$ cat src/rtl/pmc_pkg.sv
package pmc_pkg;
  localparam int unsigned ADDR_W  = 3;
  localparam int unsigned DATA_W  = 5;
  localparam int unsigned FRAME_W = ADDR_W + DATA_W;
  localparam int unsigned DAC_W   = FRAME_W - 1;
  localparam int unsigned VOUT_W  = DATA_W;
  localparam int unsigned CMP_N   = 3;
  localparam logic [VOUT_W-1:0] VOUT_DEFAULT = 5'b01001;

  typedef struct packed {
    logic drv2;
    logic drv1;
    logic run;
    logic ldo_a;
    logic ldo_b;
  } main_ctl_t;

  typedef struct packed {
    logic lb_backup;
    logic chg_slow;
    logic chg_fast;
    logic backup;
  } aux_ctl_t;

  typedef enum logic [1:0] {
    SEL_MAIN = 2'b00,
    SEL_AUX  = 2'b01,
    SEL_VOUT = 2'b10,
    SEL_NONE = 2'b11
  } reg_sel_e;
endpackage

$ cat src/rtl/pmc_serial_rx.sv
module pmc_serial_rx #(
  parameter int unsigned FRAME_W     = 8,
  parameter int unsigned SYNC_STAGES = 2
) (
  input  logic               clk,
  input  logic               rst_n,
  input  logic               sclk_i,
  input  logic               csn_i,
  input  logic               sdi_i,
  input  logic [FRAME_W-1:0] rd_byte_i,
  output logic               sdo_o,
  output logic               commit_o,
  output logic [FRAME_W-1:0] frame_o
);
  localparam int unsigned CNT_W = $clog2(FRAME_W + 2);
  localparam logic [CNT_W-1:0] CNT_MAX  = CNT_W'(FRAME_W + 1);
  localparam logic [CNT_W-1:0] CNT_GOOD = CNT_W'(FRAME_W);

  // synchroniser chain, bit order {sclk, csn, sdi}
  logic [2:0] sync_q [SYNC_STAGES];
  always_ff @(posedge clk or negedge rst_n) begin
    if (!rst_n) begin
      for (int i = 0; i < SYNC_STAGES; i++) sync_q[i] <= 3'b010;
    end else begin
      sync_q[0] <= {sclk_i, csn_i, sdi_i};
      for (int i = 1; i < SYNC_STAGES; i++) sync_q[i] <= sync_q[i-1];
    end
  end

  logic sclk_s, csn_s, sdi_s;
  assign {sclk_s, csn_s, sdi_s} = sync_q[SYNC_STAGES-1];

  logic sclk_q, csn_q;
  always_ff @(posedge clk or negedge rst_n) begin
    if (!rst_n) begin
      sclk_q <= 1'b0;
      csn_q  <= 1'b1;
    end else begin
      sclk_q <= sclk_s;
      csn_q  <= csn_s;
    end
  end

  logic sclk_rise, cs_fall, cs_rise;
  assign sclk_rise = sclk_s & ~sclk_q;
  assign cs_fall   = ~csn_s & csn_q;
  assign cs_rise   = csn_s & ~csn_q;

  logic               active_q;
  logic [CNT_W-1:0]   cnt_q;
  logic [FRAME_W-1:0] shin_q;
  logic [FRAME_W-1:0] shout_q;

  always_ff @(posedge clk or negedge rst_n) begin
    if (!rst_n) begin
      active_q <= 1'b0;
      cnt_q    <= '0;
      shin_q   <= '0;
      shout_q  <= '0;
      commit_o <= 1'b0;
      frame_o  <= '0;
    end else begin
      commit_o <= 1'b0;
      if (cs_fall) begin
        active_q <= 1'b1;
        cnt_q    <= '0;
        shin_q   <= '0;
        shout_q  <= rd_byte_i;
      end else if (cs_rise) begin
        active_q <= 1'b0;
        if (active_q) begin
          commit_o <= (cnt_q == CNT_GOOD);
          frame_o  <= shin_q;
        end
      end else if (active_q && !csn_s && sclk_rise) begin
        shin_q  <= {shin_q[FRAME_W-2:0], sdi_s};
        shout_q <= {shout_q[FRAME_W-2:0], 1'b0};
        if (cnt_q != CNT_MAX) cnt_q <= cnt_q + 1'b1;
      end
    end
  end

  assign sdo_o = shout_q[FRAME_W-1];

  // a commit is a single-cycle pulse issued only once select is high
  a_r1_commit_pulse: assert property (@(posedge clk) disable iff (!rst_n)
    commit_o |=> !commit_o);
  a_r1_commit_select_high: assert property (@(posedge clk) disable iff (!rst_n)
    commit_o |-> csn_s);
  // the bit counter never wraps back to a valid count
  a_r2_cnt_saturates: assert property (@(posedge clk) disable iff (!rst_n)
    (cnt_q == CNT_MAX && !cs_fall) |=> (cnt_q == CNT_MAX));
endmodule

$ cat src/rtl/pmc_regfile.sv
module pmc_regfile
  import pmc_pkg::*;
(
  input  logic               clk,
  input  logic               rst_n,
  input  logic               det_n_i,
  input  logic               commit_i,
  input  logic [FRAME_W-1:0] frame_i,
  output main_ctl_t          main_o,
  output aux_ctl_t           aux_o,
  output logic [VOUT_W-1:0]  vout_o,
  output logic [DAC_W-1:0]   dac_o
);
  logic              is_dac;
  reg_sel_e          sel;
  logic [DATA_W-1:0] data;

  assign is_dac = frame_i[FRAME_W-1];
  assign sel    = reg_sel_e'(frame_i[FRAME_W-2 -: 2]);
  assign data   = frame_i[DATA_W-1:0];

  always_ff @(posedge clk or negedge rst_n) begin
    if (!rst_n) begin
      main_o <= '0;
      aux_o  <= '0;
      vout_o <= VOUT_DEFAULT;
      dac_o  <= '0;
    end else if (!det_n_i) begin
      main_o <= '0;
      aux_o  <= '0;
      vout_o <= VOUT_DEFAULT;
      dac_o  <= '0;
    end else if (commit_i) begin
      if (is_dac) begin
        dac_o <= frame_i[DAC_W-1:0];
      end else begin
        case (sel)
          SEL_MAIN: main_o <= main_ctl_t'(data);
          SEL_AUX:  aux_o  <= aux_ctl_t'(data[DATA_W-2:0]);
          SEL_VOUT: vout_o <= data;
          default:  ;
        endcase
      end
    end
  end

  // a cycle with the detector low leaves every register at default
  a_r8_det_defaults: assert property (@(posedge clk) disable iff (!rst_n)
    !det_n_i |=> (main_o == '0 && aux_o == '0 && vout_o == VOUT_DEFAULT && dac_o == '0));
  // address 011 leaves every register untouched
  a_r5_addr3_ignored: assert property (@(posedge clk) disable iff (!rst_n)
    (commit_i && det_n_i && !frame_i[FRAME_W-1] && frame_i[FRAME_W-2 -: 2] == 2'b11)
      |=> $stable({main_o, aux_o, vout_o, dac_o}));
  // a DAC frame loads the code and touches nothing else
  a_r6_dac_load: assert property (@(posedge clk) disable iff (!rst_n)
    (commit_i && det_n_i && frame_i[FRAME_W-1])
      |=> (dac_o == $past(frame_i[DAC_W-1:0]) && $stable({main_o, aux_o, vout_o})));
  // registers only change on a commit or a detector reset
  a_r2_no_change_idle: assert property (@(posedge clk) disable iff (!rst_n)
    (!commit_i && det_n_i) |=> $stable({main_o, aux_o, vout_o, dac_o}));
endmodule

$ cat src/rtl/pmc_outmap.sv
module pmc_outmap
  import pmc_pkg::*;
(
  input  main_ctl_t          main_i,
  input  aux_ctl_t           aux_i,
  input  logic [DAC_W-1:0]   dac_i,
  input  logic               run_pin_i,
  input  logic               tone_i,
  input  logic [CMP_N-1:0]   cmp_i,
  input  logic               lowbat_i,
  output logic               run_mode_o,
  output logic               drv1_o,
  output logic               drv2_o,
  output logic               chg_on_o,
  output logic               chg_fast_o,
  output logic               cmp_en_o,
  output logic [FRAME_W-1:0] rd_byte_o
);
  localparam int unsigned PAD_W = FRAME_W - CMP_N - 1;

  assign run_mode_o = main_i.run | run_pin_i;
  assign drv1_o     = main_i.drv1;
  assign drv2_o     = main_i.drv2 & tone_i;
  assign chg_on_o   = aux_i.chg_fast | aux_i.chg_slow;
  assign chg_fast_o = aux_i.chg_fast;
  assign cmp_en_o   = |dac_i;
  assign rd_byte_o  = {cmp_i, lowbat_i, {PAD_W{1'b0}}};
endmodule

$ cat src/rtl/pmc_ctrl_bank.sv
module pmc_ctrl_bank
  import pmc_pkg::*;
#(
  parameter int unsigned SYNC_STAGES = 2
) (
  input  logic               clk,
  input  logic               rst_n,
  input  logic               det_n,
  input  logic               sclk,
  input  logic               csn,
  input  logic               sdi,
  output logic               sdo,
  input  logic               run_pin,
  input  logic               tone_in,
  input  logic [CMP_N-1:0]   cmp_res,
  input  logic               lowbat,
  output logic               run_mode,
  output logic               drv1_on,
  output logic               drv2_on,
  output logic               ldo_a_en,
  output logic               ldo_b_en,
  output logic               chg_on,
  output logic               chg_fast,
  output logic               backup_en,
  output logic               lb_backup_en,
  output logic [VOUT_W-1:0]  vout_code,
  output logic [DAC_W-1:0]   dac_code,
  output logic               cmp_en
);
  logic               commit;
  logic [FRAME_W-1:0] frame;
  logic [FRAME_W-1:0] rd_byte;
  main_ctl_t          main_q;
  aux_ctl_t           aux_q;

  pmc_serial_rx #(.FRAME_W(FRAME_W), .SYNC_STAGES(SYNC_STAGES)) i_rx (
    .clk       (clk),
    .rst_n     (rst_n),
    .sclk_i    (sclk),
    .csn_i     (csn),
    .sdi_i     (sdi),
    .rd_byte_i (rd_byte),
    .sdo_o     (sdo),
    .commit_o  (commit),
    .frame_o   (frame)
  );

  pmc_regfile i_regs (
    .clk      (clk),
    .rst_n    (rst_n),
    .det_n_i  (det_n),
    .commit_i (commit),
    .frame_i  (frame),
    .main_o   (main_q),
    .aux_o    (aux_q),
    .vout_o   (vout_code),
    .dac_o    (dac_code)
  );

  pmc_outmap i_map (
    .main_i     (main_q),
    .aux_i      (aux_q),
    .dac_i      (dac_code),
    .run_pin_i  (run_pin),
    .tone_i     (tone_in),
    .cmp_i      (cmp_res),
    .lowbat_i   (lowbat),
    .run_mode_o (run_mode),
    .drv1_o     (drv1_on),
    .drv2_o     (drv2_on),
    .chg_on_o   (chg_on),
    .chg_fast_o (chg_fast),
    .cmp_en_o   (cmp_en),
    .rd_byte_o  (rd_byte)
  );

  assign ldo_a_en     = main_q.ldo_a;
  assign ldo_b_en     = main_q.ldo_b;
  assign backup_en    = aux_q.backup;
  assign lb_backup_en = aux_q.lb_backup;

  // the pin alone forces run mode
  a_r9_pin_forces_run: assert property (@(posedge clk) disable iff (!rst_n)
    run_pin |-> run_mode);
  // without the tone clock the second driver stays off
  a_r10_tone_gates_drv2: assert property (@(posedge clk) disable iff (!rst_n)
    !tone_in |-> !drv2_on);
  // selecting fast charge implies the charger is on
  a_r11_fast_implies_on: assert property (@(posedge clk) disable iff (!rst_n)
    chg_fast |-> chg_on);
  // comparator enable tracks a nonzero DAC code
  a_r7_cmp_en_zero: assert property (@(posedge clk) disable iff (!rst_n)
    (dac_code == '0) |-> !cmp_en);
endmodule

$ cat config.mk
export PLATFORM = sky130hd
export DESIGN_NAME = pmc_ctrl_bank
export DESIGN_NICKNAME = d
export VERILOG_FILES = /design/src/rtl/pmc_pkg.sv /design/src/rtl/pmc_serial_rx.sv /design/src/rtl/pmc_regfile.sv /design/src/rtl/pmc_outmap.sv /design/src/rtl/pmc_ctrl_bank.sv
export SDC_FILE = /design/constraint.sdc
export NUM_CORES = 1
export LEC_CHECK = 0
export BUFFER_PORTS_ARGS = -buffer_cell sky130_fd_sc_hd__clkbuf_2
export CORE_ASPECT_RATIO = 1.25
export CORE_MARGIN = 2
export CORE_UTILIZATION = 45
export CTS_CLUSTER_SIZE = 20
export DETAILED_ROUTE_END_ITERATION = 7
export HOLD_SLACK_MARGIN = 0.02
export MAX_ROUTING_LAYER = met4
export PLACE_DENSITY = 0.68
export SLEW_MARGIN = 20
export SYNTH_ARGS = -nofsm -noshare
export SYNTH_HDL_FRONTEND = slang
export SYNTH_SLANG_ARGS = --single-unit
$ cat constraint.sdc
create_clock -name clk -period 4.4 [get_ports clk]
set_clock_uncertainty 0.2 [all_clocks]
set_input_delay 0.22 -clock clk [delete_from_list [all_inputs] [get_ports clk]]
set_output_delay 0.22 -clock clk [all_outputs]
set_load 0.005 [all_outputs]
# Word-level counts from Yosys, hierarchy flattened
# Cells that the tools add are included.
dict set report word_totals {
  register_bits 59
  in_bits 12
  output_inout_bits 23
  wordCells 88
}
dict set report classes {
  addsub 1
  eq_ne 11
  mux 30
  bitwise 10
  reduce_logical 15
}
# cell count
set ops {}
lappend ops {{8-bit two-way mux} 6}
lappend ops {{5-bit two-way mux} 8}
lappend ops {{4-bit two-way mux} 8}
lappend ops {{7-bit two-way mux} 3}
lappend ops {{3-bit AND reduction} 5}
lappend ops {{2-bit by 1-bit != test with 1-bit output (second input constant)} 6}
lappend ops {{7-bit OR reduction} 1}
lappend ops {{2-bit nonzero test} 3}
lappend ops {{1-bit two-way mux} 5}
lappend ops {{4-bit by 1-bit adder with 4-bit output (second input constant)} 1}
lappend ops {{1-bit bitwise AND} 4}
lappend ops {{4-bit == test (second input constant)} 1}
lappend ops {{4-bit != test (second input constant)} 1}
lappend ops {{1-bit inverter} 4}
lappend ops {{2-bit AND reduction} 2}
lappend ops {{2-bit by 1-bit == test with 1-bit output (second input constant)} 1}
lappend ops {{2-bit == test (second input constant)} 1}
lappend ops {{1-bit logical AND} 2}
lappend ops {{2-bit logical NOT} 1}
lappend ops {{2-bit != test (second input constant)} 1}
lappend ops {{1-bit OR} 2}
lappend ops {{1-bit logical NOT} 1}

# Logic depth before layout (Yosys ltp)
# Gate-level depths: netlist of the first run.
dict set report logic_depth {
  ltp_word 6
  mapped_depth 7
  ltp_nobuf 5
}

# Hierarchy
# Synthesis of the first run repeated with hierarchy kept, for this count alone.
dict set report unflattened {
  cells_unflattened 213
  area_unflattened_um2 2703.8
}
# module n_inst cells_each area_each_um2 seq_area_each_um2
set modules_own_cells {}
lappend modules_own_cells {pmc_serial_rx 1 107 1592.8 954.7}
lappend modules_own_cells {pmc_regfile 1 89 998.5 528.0}
lappend modules_own_cells {pmc_outmap 1 17 112.6 0.0}

# Worst setup path before layout of the first run
# OpenSTA, ideal clock, no wires.
dict set report synth_timing {
  path_type {register to register}
  startpoint {register i_rx.csn_q}
  endpoint {register i_rx.frame_o[0]}
  setup_ns 0.125
  t_arrival_ns 1.503
  required_ns 4.075
  path_slack_ns 2.572
  stages_incl_launch_ff 6
  path_buffers 1
  period_less_slack_ns 1.828
  path_cell_list {dfstp_2 inv_1 ha_1 buf_2 nand3_1 mux2_2}
}
dict set report synth_between {
  elab_chain_cells 3
  word_cells_on_any_way 5
  classes_between {bitwise: 4; reduce/logical: 1}
}
# element line
set synth_rtl {}
lappend synth_rtl {{from (decl)} pmc_serial_rx.sv:33} ;# logic sclk_q, csn_q;
lappend synth_rtl {{from (signal assigned)} pmc_serial_rx.sv:40} ;# csn_q <= csn_s;
lappend synth_rtl {{1-bit bitwise AND or 1-bit inverter (tied branches)} {pmc_serial_rx.sv:46, pmc_serial_rx.sv:47}}
lappend synth_rtl {{1-bit inverter (no source line) or 1-bit bitwise AND (tied branches)} n/a}
lappend synth_rtl {{3-bit AND reduction (no source line) *} n/a}
lappend synth_rtl {{to (signal assigned)} pmc_serial_rx.sv:73} ;# frame_o <= shin_q;
lappend synth_rtl {{to (decl)} pmc_serial_rx.sv:13} ;# output logic [FRAME_W-1:0] frame_o
# Every way passes the cells marked *; elsewhere a longest branch is shown, timed or not.
# A chain may end at the register's enable or synchronous reset.

# Worst setup path in the final report of the first run
dict set report layout_timing {
  startpoint {register i_rx.csn_q}
  endpoint {register i_rx.shin_q[6]}
}
dict set report layout_between {
  word_cells_on_any_way 7
  classes_between {eq/ne: 1; mux: 1; bitwise: 3; reduce/logical: 2}
}
# element line
set layout_rtl {}
lappend layout_rtl {{1-bit bitwise AND *} pmc_serial_rx.sv:46} ;# assign cs_fall = ~csn_s & csn_q;
lappend layout_rtl {{via i_rx.cs_fall} pmc_serial_rx.sv:44} ;# logic sclk_rise, cs_fall, cs_rise;
lappend layout_rtl {{2-bit by 1-bit != test with 1-bit output (no source line) or 2-bit nonzero test (tied branches)} n/a}
lappend layout_rtl {{2-bit AND reduction (no source line)} n/a}
lappend layout_rtl {{to (signal assigned)} pmc_serial_rx.sv:76} ;# shin_q <= {shin_q[FRAME_W-2:0], sdi_s};
lappend layout_rtl {{to (decl)} pmc_serial_rx.sv:51} ;# logic [FRAME_W-1:0] shin_q;
# The timed path passes the listed nets; every way through them passes the cells marked *.

==> summary.txt, run 1 <==
Hold path
  – Hold Path Class: in -> reg

Clocking
  – CTS H-Tree Depth: 2
  – Clock root cell: clkbuf_8
  – Clock Latency Late Sink: 300 ps
  – CTS sink count: 55
  – Post-CTS Setup Inserts: 0
  – Cts bufs inserted: 5
  – Worst-path clk slew: ~100 ps
  – Clock Path Buffers: 2
  – CTS tree: done

Global routing
  – Gr usage total: roughly 15%
  – Vias in the first global route: 1519
  – First-pass GRT wire length: 6.78 mm
  – Antenna violations before repair: 0
  – Total gr overflow: 0
  – Largest net degree at the start of global routing: 56

Floorplan
  – Core Footprint: just over 0.005 mm2
  – IO Count: 35
  – Die ar.: 0.00597 mm2
  – Die width: about 69 um
  – Die Ht: roughly 86 um
  – Starting Density: 47.2%
  – Cell row count: 29

Synthesis
  – Post-synthesis area per instance: 12.7 um2
  – Top-area cell type share of the netlist area: just over 50%
  – Synthesis Warnings: 0
  – Synth area leaders: dfrtp_1 (52%), mux2_2 (16%), dfstp_2 (5.4%)
  – Mapped Nets: roughly 210
  – Flops & latches, synth: 55
  – Cell count after synthesis: 190
  – Netlist cell types: 34
  – Sequential area share after synthesis: 57.3%
  – Cell Area, Synth: ~0.0024 mm2
  – Largest area contributor in the netlist: dfrtp_1

Setup path
  – Critical Path RT: around 4400 ps
  – Slowest cell on crit path: ha_1
  – Reg-to-reg slack, setup: 1780 ps
  – Cell breakdown of the critical path: ha_1 -> inv_1 -> a21oi_2 -> mux2_2
  – CP Class: reg -> reg
  – Worst path bufs/invs: 1
  – Crit start category: register
  – CP max stage delay: 580 ps
  – CP top delay family: adder cells
  – Setup crit end kind: register
  – Worst path arrival time: 2610 ps
  – Critical path fanouts, max: 21

Routing
  – Final ANT Viol Nets: 0
  – Post-DR vias/cell: 5.13
  – Pre-antenna DRT Iters: 4
  – Via count: approximately 1500
  – DRT Wirelength: 3.90 mm
  – DRC errors left: 0
  – Wirelength per Cell: approximately 13 um
  – Detailed router's first-iteration violation count: 97

Final layout
  – Final #Nets: 247
  – Most frequent cells in the layout: dfrtp_1 (50), mux2_2 (35), clkbuf_2 (34)
  – Commonest non-fill, non-tap cell in the layout: dfrtp_1
  – # fillers: 444
  – Area grow syn2layout: 14.6%
  – Layout cells sized above 1: 39.0%
  – Layout Cells excl Fill: 293
  – # diodes: 0

Job
  – Maximum Capacitance Violations: 0

Placed design
  – # port buffers: 34
  – Placed insts: 280
  – RePlAce Congestion: roughly 0.75
  – Setup WS pre-CTS: 1740 ps
  – HPWL Detailed: 2.79 mm

STA
  – Clock period minus worst slack: 2620 ps
  – RSZ-0062 raised after global routing: no
  – # setup viols final: 0
  – Setup TNS: 0 ps
  – Achievable frequency: 382 MHz
  – Final hold violation count: 0
  – Final critical-path setup slack: 1780 ps
  – Pins over their slew limit: 0
  – Worst Tran Pin Value: 686 ps
  – Period utilization: about three fifths
  – Slew HR: 54.3%

Pwr
  – Switching Fraction: 26.6%
  – P_sw: slightly above 0.3 mW
  – Comb pwr share: 18.4%
  – Pleak: 1.34 nW
  – PwrDens: 411 mW/mm2
  – Worst vdd ir: 215 uV
  – Int Pwr: 0.834 mW
  – Clock power share: 23.3%
  – Seq pwr share: 58.3%

Outcome
  – Status: finished, final reports clean
registers in the layout, indices dropped and copies added (netlist names), 3 cells and up:
signal	cells
i_regs.aux_o	4
i_regs.dac_o	7
i_regs.main_o	5
i_regs.vout_o	5
i_rx.cnt_q	4
i_rx.frame_o	8
i_rx.shin_q	8
i_rx.shout_q	4
i_rx.sync_q	3
logic make-up after synthesis:
logic type	synth area share (%)
flops	57.3
fa+ha+maj	2.59
mux	16.3
buf+inv	2.80
compound gates	6.95
simple gates	14.0
repair_timing:
action | 4_1_cts | 5_1_grt
hold buffers | 5 | 0
resized for setup | 0 | 0
endpoints found under the hold margin | 54 | 0
Yosys cell counts:
cell / n
o22ai_1: 1
nand4bb_1: 2
nand2b_1: 3
or3b_4: 1
o21ai_4: 2
dfstp_2: 5
nor2_1: 1
nand3b_1: 1
buf_6: 1
inv_1: 7
o211ai_1: 1
a211o_1: 1
nor3b_1: 1
mux2_2: 35
nor3_1: 2
nor2b_1: 9
a2111oi_0: 1
and3_1: 1
o21ai_0: 2
a21oi_1: 3
nand3_1: 11
and2_1: 6
nand2_1: 17
o311ai_0: 3
clkbuf_1: 2
a21boi_0: 7
dfrtp_1: 50
or2_2: 2
or3_1: 1
and4bb_2: 1
nor4_1: 1
buf_4: 1
ha_1: 5
buf_2: 3
power groups by stage:
| stage | Combinational (mW) | Sequential (mW) | Clock (mW) |
|---|---|---|---|
| 4_1_cts | 0.214 | 0.664 | 0.278 |
| 6_report | 0.209 | 0.662 | 0.265 |
| 5_1_grt | 0.233 | 0.675 | 0.300 |
| 3_3_place_gp | 0.204 | 0.672 | 0 |
| 2_1_floorplan | 0.142 | 0.653 | 0 |
| 3_5_place_dp | 0.209 | 0.675 | 0 |
tightest hold or removal path, delay by kind of cell:
kind | cells | cell delay [ps]
buffers and inverters | 1 | 70
and+or+nand+nor | 1 | 40
AOI/OAI and AO/OA | 1 | 60
muxes | 1 | 140
layer usage:
| layer | vias to the layer above | share of wire (%) | track usage (%) |
|---|---|---|---|
| li1 | 744 | - | - |
| met2 | 29 | 50 | 25.4 |
| met4 | 0 | 1.3 | 4.28 |
| met5 | - | 0 | - |
| met3 | 5 | 4.2 | 4.00 |
| met1 | 725 | 45 | 16.7 |
path summary, 6_finish.rpt:
kind,from,to,cells past startpoint
worst max register to register,i_rx.csn_q,i_rx.shin_q[6],4
min in group asynchronous,rst_n,i_regs.dac_o[4],3
worst max-delay path,i_rx.csn_q,i_rx.shin_q[6],4
worst min register to register,i_rx.sync_q[5],i_rx.sclk_s,0
worst min-delay path,cmp_res[0],i_rx.shout_q[5],4
max in group asynchronous,rst_n,i_rx.shin_q[5],3
layout make-up:
cell class              count  area [um2]  share of cell area, %
clock buffers               5        68.8                   2.49
clock inverters             3        15.0                  0.543
inverters                   7        26.3                  0.951
multi-input cells         121         966                   34.9
flip-flops and latches     55        1380                   50.0
well taps                  62        77.6                   2.81
repair buffers             40         228                   8.24
stage by stage:
stage	cell area [um2]	util, %	power [mW]	hold slack [ps]
2_1_floorplan	2410	-	0.795	-276
3_3_place_gp	2630	51.3	0.876	109
3_5_place_dp	2630	51.4	0.884	109
4_1_cts	2760	54.0	1.16	46.1
5_1_grt	2760	54.0	1.21	71.9
6_report	2760	54.0	1.14	46.5
(Power assumes the default switching activity.)
==> inputs of run 2 (changes only) <==
Settings changed: ABC_AREA set to 1, PLACE_DENSITY 0.68 to 0.71.
Clock period 4.4 ns to 2.3 ns, I/O delays scaled along.
==> run 2 against run 1 <==
  * Via count increased by 18%
  * Sequential share of layout area barely moved
  * Worst hold slack gained 55 ps
  * Fmax grew 38%
  * Combinational power rose by 72%
  * Global-route usage increased by 0.98 points
  * Utilization up 0.41 points
  * Sequential cell count unchanged
==> summary.txt, run 2 <==
Outcome
  – Status: finished, final reports clean

Final layout
  – # diodes: 0
  – Top flop regs: i_rx.frame_o (8), i_rx.shin_q (8), i_regs.dac_o (7)
  – Area grow syn2layout: 15.8%
  – Most frequent cells in the layout: nand2_1 (89), dfrtp_1 (50), clkbuf_2 (34)
  – # fillers: between 400 and 500
  – Sequential Area: 0.00138 mm2
  – Final #Nets: ~320
  – Layout cells sized above 1: 22.4%
  – Multi-input gate area: 856 um2
  – Commonest non-fill, non-tap cell in the layout: nand2_1

STA
  – Setup TNS: 0 ps
  – Final hold violation count: 0
  – Achievable frequency: roughly 530 MHz
  – Worst Tran Pin Value: 657 ps
  – WHS: between 100 and 150 ps
  – Period utilization: roughly 83%
  – Clock period minus worst slack: 1900 ps
  – Slew HR: between 50% and 60%
  – # setup viols final: 0
  – Pins over their slew limit: 0
  – RSZ-0062 raised after global routing: no

Setup path
  – Cell breakdown of the critical path: ha_1 -> inv_6 -> nand2_1 -> nor2_1 -> nor2_2 -> nand2_1 -> nand2_1 -> nand2_1
  – Register-to-Register Path Depth: 8
  – Setup crit end kind: register
  – CP top delay family: flip-flops
  – Crit start category: register
  – Worst path bufs/invs: 1
  – Worst path arrival time: 1910 ps
  – RR Endpoint: i_rx.cnt_q[3]
  – Reg2reg start: i_rx.csn_q
  – Critical path fanouts, max: 18
  – Slowest cell on crit path: dfstp_2
  – Reg-to-reg slack, setup: 400 ps
  – CP max stage delay: about 540 ps
  – Critical Path RT: between 2000 and 2500 ps
  – CP Class: reg -> reg
  – Worst path most repeated cell: nand2_1

Clocking
  – Post-CTS Hold Buffers: 8
  – Worst-path clk slew: 90 ps
  – Post-CTS Resized: 0
  – CTS tree: done
  – Clock Path Buffers: 2
  – Clock Latency Late Sink: 310 ps
  – Clock root cell: clkbuf_8
  – CTS sink count: 55
  – Cts bufs inserted: 5
  – Post-CTS Setup Inserts: 0
  – CTS H-Tree Depth: 2

Routing
  – DRC errors left: 0
  – Detailed router's first-iteration violation count: between 90 and 100
  – Pre-antenna DRT Iters: 4
  – Wirelength per Cell: around 11 um
  – Via count: approximately 1800
  – Post-DR vias/cell: a little under 5
  – DRT Wirelength: 4.17 mm
  – Final ANT Viol Nets: 0

Pwr
  – Pleak: 1.39 nW
  – Overall power: 2.08 mW
  – Worst vdd ir: about 400 uV
  – PwrDens: 753 mW/mm2

Global routing
  – Antenna violations before repair: 0
  – First-pass GRT wire length: roughly 7.2 mm
  – Total gr overflow: 0
  – Gr usage total: 15.7%
  – Largest net degree at the start of global routing: 31
  – Vias in the first global route: 1685

Floorplan
  – Starting Density: between 40 and 50%
  – Die ar.: around 0.006 mm2
  – Die width: 69.1 um
  – IO Count: 35
  – Cell row count: 29
  – Core Footprint: 0.00508 mm2
  – Die Ht: 85.4 um

Synthesis
  – Cell count after synthesis: 260
  – Post-synthesis area per instance: 9.18 um2
  – Netlist cell types: 24
  – Most frequent cells after synthesis: nand2_1 (89), dfrtp_1 (50), o21ai_0 (32)
  – Cell Area, Synth: 0.00239 mm2
  – Synth area leaders: dfrtp_1 (52%), nand2_1 (14%), o21ai_0 (6.7%)
  – Primary FF master, synth: dfrtp_1
  – Mapped Nets: between 200 and 300
  – Synthesis Warnings: 0
  – Count leader, synth: nand2_1
  – Number of synthesized flops with an enable pin: 0
  – Flops & latches, synth: 55
  – Sequential area share after synthesis: 57.9%
  – Ys async rst share: 100%
  – Top-area cell type share of the netlist area: 52.4%
  – Largest area contributor in the netlist: dfrtp_1

Hold path
  – Hold_sp: det_n
  – Hold Path Class: in -> reg
  – Hold Path Cell Cnt: 3
  – WHS Endpoint: i_regs.dac_o[2]

Placed design
  – HPWL Detailed: between 2 and 3 mm
  – RePlAce Congestion: around 0.8
  – # port buffers: 34

Job
  – Maximum Capacitance Violations: 0
## run 2: worst min-delay path: stages
cell and delay (ps):
clkbuf_2 240, nand3_1 140, o21ai_0 70
## run 2: cell type report
class,instances,area share (%)
sequential,55,50.0
timing repair buffer,43,9.77
clock inverter,3,0.679
inverter,23,3.30
multi-input combinational,174,31.0
tap,62,2.81
clock buffer,5,2.49
## run 2: routing by layer
layer | GRT usage [%] | wire length [um] | up-vias
li1 | - | - | 908
met1 | 16.8 | 1810 | 812
met2 | 28.0 | 2120 | 43
met3 | 3.33 | 171 | 7
met4 | 6.60 | 70 | 0
met5 | - | 0 | -
## run 2: how the worst max path moves through the flow
stage                           from              end  slack (ps)  depth (start not counted)
after floorplan           i_rx.csn_s  i_rx.frame_o[7]         660                          8
after global placement    i_rx.csn_q    i_rx.cnt_q[3]         430                          8
after detailed placement  i_rx.csn_q    i_rx.cnt_q[3]         400                          8
after CTS                 i_rx.csn_q    i_rx.cnt_q[3]         390                          8
after global routing      i_rx.csn_s    i_rx.cnt_q[3]         270                          9
final                     i_rx.csn_q    i_rx.cnt_q[3]         400                          8
## run 2: cell families after synthesis
| logic type | synth area share [%] |
|---|---|
| adder cells (fa/ha/maj) | 2.62 |
| AO/OA/AOI/OAI | 10.2 |
| buffers and inverters | 6.24 |
| AND/OR/NAND/NOR | 23.0 |
| flip-flops | 57.9 |
## run 2: report_power, final
| part | total [mW] | leakage [nW] | switching, mW | internal (mW) |
|---|---|---|---|---|
| clock | 0.531 | 0.0483 | 0.316 | 0.215 |
| combinational | 0.360 | 0.620 | 0.207 | 0.154 |
| sequential | 1.19 | 0.721 | 0.0933 | 1.10 |
| total | 2.08 | 1.39 | 0.615 | 1.47 |
## run 2: per-stage QoR
step                      std cells  setup WS, ps  util, %  area, um2
after floorplan                 260           657        -       2390
after global placement          349           434     51.1       2600
after detailed placement        349           403     51.1       2600
after CTS                       365           385     54.4       2770
after global routing            365           268     54.4       2770
final                           365           397     54.4       2770
